File: config.mk
export PLATFORM = sky130hd
export DESIGN_NAME = serr_agg
export DESIGN_NICKNAME = d
export VERILOG_FILES = /design/src/rtl/serr_pkg.sv /design/src/rtl/serr_qual.sv /design/src/rtl/serr_status.sv /design/src/rtl/serr_drive.sv /design/src/rtl/serr_agg.sv
export SDC_FILE = /design/constraint.sdc
export NUM_CORES = 1
export LEC_CHECK = 0
export BUFFER_PORTS_ARGS = -buffer_cell sky130_fd_sc_hd__buf_2
export CAP_MARGIN = 0
export CORE_AREA = 8 8 45 47
export CTS_CLUSTER_DIAMETER = 150
export DETAILED_ROUTE_END_ITERATION = 10
export DIE_AREA = 0 0 53 55
export PLACE_DENSITY_LB_ADDON = 0.08
export SYNTH_ARGS = -nofsm -noshare
export SYNTH_HDL_FRONTEND = slang
export SYNTH_SLANG_ARGS = --single-unit
File: constraint.sdc
create_clock -name clk_i -period 0.92 [get_ports clk_i]
set_input_delay 0.092 -clock clk_i [delete_from_list [all_inputs] [get_ports clk_i]]
set_output_delay 0.092 -clock clk_i [all_outputs]
set_load 0.005 [all_outputs]
File: src/rtl/serr_pkg.sv
package serr_pkg;
  localparam int SRC_COUNT = 9;
  localparam int SRC_ECC_CE = 0;
  localparam int SRC_ECC_UE = 1;
  localparam int SRC_PRI_TABORT = 2;
  localparam int SRC_GFX_TABORT = 3;
  localparam int SRC_PRI_PERR = 4;
  localparam int SRC_GFX_PERR = 5;
  localparam int SRC_XLAT_INVAL = 6;
  localparam int SRC_OUT_APER = 7;
  localparam int SRC_OUT_MEM = 8;
  localparam logic [SRC_COUNT-1:0] ECC_SRC_MASK =
    (SRC_COUNT'(1) << SRC_ECC_CE) | (SRC_COUNT'(1) << SRC_ECC_UE);
endpackage

File: src/rtl/serr_qual.sv
module serr_qual #(
  parameter int N_SRC = serr_pkg::SRC_COUNT,
  parameter logic [N_SRC-1:0] INIT_BLOCK_MASK = serr_pkg::ECC_SRC_MASK
) (
  input  logic             glb_en_i,
  input  logic [N_SRC-1:0] src_en_i,
  input  logic             init_busy_i,
  input  logic [N_SRC-1:0] evt_i,
  output logic [N_SRC-1:0] hit_o
);
  for (genvar k = 0; k < N_SRC; k++) begin : g_src
    logic blocked;
    if (INIT_BLOCK_MASK[k]) begin : g_init_gated
      assign blocked = init_busy_i;
    end else begin : g_free
      assign blocked = 1'b0;
    end
    assign hit_o[k] = evt_i[k] & src_en_i[k] & glb_en_i & ~blocked;
  end
endmodule

File: src/rtl/serr_status.sv
module serr_status #(
  parameter int N_SRC = serr_pkg::SRC_COUNT
) (
  input  logic             clk_i,
  input  logic             rst_ni,
  input  logic [N_SRC-1:0] set_i,
  input  logic [N_SRC-1:0] clr_i,
  output logic [N_SRC-1:0] status_o
);
  logic [N_SRC-1:0] status_q;
  // set has priority over clear
  always_ff @(posedge clk_i or negedge rst_ni) begin
    if (!rst_ni) status_q <= '0;
    else         status_q <= (status_q & ~clr_i) | set_i;
  end
  assign status_o = status_q;
endmodule

File: src/rtl/serr_drive.sv
module serr_drive #(
  parameter int N_SRC = serr_pkg::SRC_COUNT
) (
  input  logic             clk_i,
  input  logic             rst_ni,
  input  logic [N_SRC-1:0] hit_i,
  output logic             serr_no
);
  logic serr_q;
  // one low cycle per cycle carrying any hit
  always_ff @(posedge clk_i or negedge rst_ni) begin
    if (!rst_ni) serr_q <= 1'b1;
    else         serr_q <= ~(|hit_i);
  end
  assign serr_no = serr_q;
endmodule

File: src/rtl/serr_agg.sv
module serr_agg #(
  parameter int N_SRC = serr_pkg::SRC_COUNT
) (
  input  logic             clk_i,
  input  logic             rst_ni,
  input  logic             glb_en_i,
  input  logic [N_SRC-1:0] src_en_i,
  input  logic             init_busy_i,
  input  logic [N_SRC-1:0] evt_i,
  input  logic [N_SRC-1:0] clr_i,
  output logic             serr_no,
  output logic [N_SRC-1:0] status_o
);
  localparam logic [N_SRC-1:0] INIT_MASK = N_SRC'(serr_pkg::ECC_SRC_MASK);

  logic [N_SRC-1:0] hit;

  serr_qual #(.N_SRC(N_SRC), .INIT_BLOCK_MASK(INIT_MASK)) qual_i (
    .glb_en_i    (glb_en_i),
    .src_en_i    (src_en_i),
    .init_busy_i (init_busy_i),
    .evt_i       (evt_i),
    .hit_o       (hit)
  );

  serr_status #(.N_SRC(N_SRC)) status_i (
    .clk_i    (clk_i),
    .rst_ni   (rst_ni),
    .set_i    (hit),
    .clr_i    (clr_i),
    .status_o (status_o)
  );

  serr_drive #(.N_SRC(N_SRC)) drive_i (
    .clk_i   (clk_i),
    .rst_ni  (rst_ni),
    .hit_i   (hit),
    .serr_no (serr_no)
  );
endmodule


==> metrics <==
critical path's top delay family flip-flops; fin nets 124; layout cells sized above 1 53.3%; R2R depth 2; Slew HR 85.1%; pin count of the biggest net entering global routing 11; Post-Syn Area per Cell 10.0 µm²; standard-cell rows 14; DP Worst Slack 0.138 ns; diode count 0; worst hold stages 2; peak supply drop 0.778 mV; failing checks setup timing; Worst Max-Slew Pin Slew 0.224 ns; synthesized net count 77; drc violations 0; starting density of the core 33.4%; Via density 4.43; Setup CP Type flop to primary output; die area 2920 µm²; r2r startpoint status_i.status_o[3]; synth top area cells dfrtp_1 (49%), nand3_1 (7.6%), o21ai_0 (7.6%); total negative slack -0.0384 ns; Post-Syn Area 462 µm²; worst-path fanout max 1; CP Capture Type primary output; Core Box Area 1380 µm²; die extent in x 53 µm; Tot GR Track Use 9.64%; Layout area overhead 58.8%; vias post-DR 478; Final min period 0.958 ns; Inserted Clock Buffers 3; DIE HEIGHT 55 µm; Worst Skew 0 ns; Pins Over Slew Limit 0; unrepaired setup endpoints after global routing yes; clock slew at reported path FFs 0.07 ns; Routed Antenna Nets 0; critical path depth 1; port bufs 40; startpoint types flop; Crit path required time 0.83 ns; final hold viol count 0; synth warn 0; HP Start clr_i[2]; final wirelength 1350 µm; Yosys top cell by area dfrtp_1; 1st-pass router iterations 4; wire length per cell 12.5 µm; Clock Path Buffers 2; Filler Cell Count 143; synth unique cells 13; hold crit path type input pin to flop; critical path's largest stage delay 0.53 ns; number of I/O pins 41; CP startpoint drive_i.serr_no; Highest Clock Rate 1.04 GHz; root buf cell clkbuf_4; Worst path slowest cell dfstp_2; Cells after Synth 46; Lkg Pwr 0.398 nW; register area share after synthesis 54.5%; total grt overflow 0; first-pass GRT wire length 2100 µm; CTS tree yes; R2R Setup Slk 0.30 ns; GPL Wtd Cong 0.656; fin crit share 104%; Clock Latency Late Sink 0.25 ns; Final WS setup -0.0384 ns; Power Dens Cells 1370 nW/µm²; Max Cap Violations 0; initial antenna violation count 0; vias in the first global route 516; initial drt markers 5; Seq cells post-synth 10; htree depth 1; Post-CTS Setup Bufs 0; worst path bufs/invs 1; Finish-stage setup viols 1; status complete, but fails checks; CTS sink count 10; Synth top area share 48.8%; Data arrival, critical path 0.87 ns; worst path cell trace buf_6
## path summary, 6_finish.rpt
kind / endpoint
setup / recovery: serr_no
hold / removal: status_i.status_o[2]
setup reg to reg: status_i.status_o[3]
hold reg to reg: status_i.status_o[4]
max in group asynchronous: drive_i.serr_no
min in group asynchronous: status_i.status_o[8]
## state kept, by name, indices dropped and copies added, names as in the netlist
signal / count
status_i.status_o: 9
drive_i.serr_no: 1
## logic make-up (layout without fill, tap and decap cells)
group / count (synthesis) / after routing / synth area share (%)
AND/OR/NAND/NOR: 12 / 12 / 13.8
AO/OA/AOI/OAI: 14 / 14 / 21.9
flip-flops: 10 / 10 / 54.5
buffers and inverters: 10 / 56 / 9.76
## layout by cell type (no fill, tap or decap)
cell,instances
buf_2,39
inv_1,9
dfrtp_1,9
nand3_1,7
o21ai_0,7
nand2_1,4
clkbuf_4,3
dlygate4sd3_1,3
o22ai_1,2
a22oi_2,2
nand2b_4,1
a21oi_2,1
a22oi_1,1
o31ai_2,1
clkbuf_1,1
dfstp_2,1
buf_6,1
## what timing repair did
action	CTS	global route
setup endpoints to repair	1	1
hold buffers	3	0
endpoints found under the hold margin	12	0
gates resized for setup	0	1
## layer usage
layer | vias to the layer above | part of all wire [%] | GRT usage, %
met5 | - | 0 | 0
met1 | 207 | 40 | 10.9
met2 | 20 | 49 | 16.2
li1 | 251 | - | -
met3 | 0 | 11 | 3.48
met4 | 0 | 0 | 3.88
## Yosys cell counts
cell,n
buf_6,1
a22oi_1,1
o21ai_0,7
nand3_1,7
inv_1,9
nand2b_4,1
a22oi_2,2
dfstp_2,1
o22ai_1,2
a21oi_2,1
dfrtp_1,9
nand2_1,4
o31ai_2,1
## through the flow
stage / cell area, µm² / instances / hold slack, ns / power (mW) / utilization [%]
3_5_place_dp: 671 / 101 / -0.0342 / 0.683 / 48.5
2_1_floorplan: 462 / 46 / -0.204 / 0.565 / -
4_1_cts: 727 / 108 / 0.000733 / 1.02 / 52.5
6_report: 733 / 108 / 0.00496 / 1.00 / 53.0
5_1_grt: 733 / 108 / 0.00471 / 1.07 / 53.0
3_3_place_gp: 671 / 101 / -0.0308 / 0.681 / 48.5
## cell type report
type                            count  area (µm²)  share of cell area [%]
Clock buffer                        4        26.3                    3.58
Sequential cell                    10         251                    34.3
Timing Repair Buffer               43         236                    32.3
Inverter                            9        33.8                    4.61
Multi-Input combinational cell     26         165                    22.5
Tap cell                           16        20.0                    2.73
## report_power, final
part,internal [mW],leakage (nW),switching [mW]
sequential,0.475,0.129,0.0146
combinational,0.110,0.255,0.0880
clock,0.167,0.0150,0.147
No activity file was read; power rests on OpenSTA's default activity.
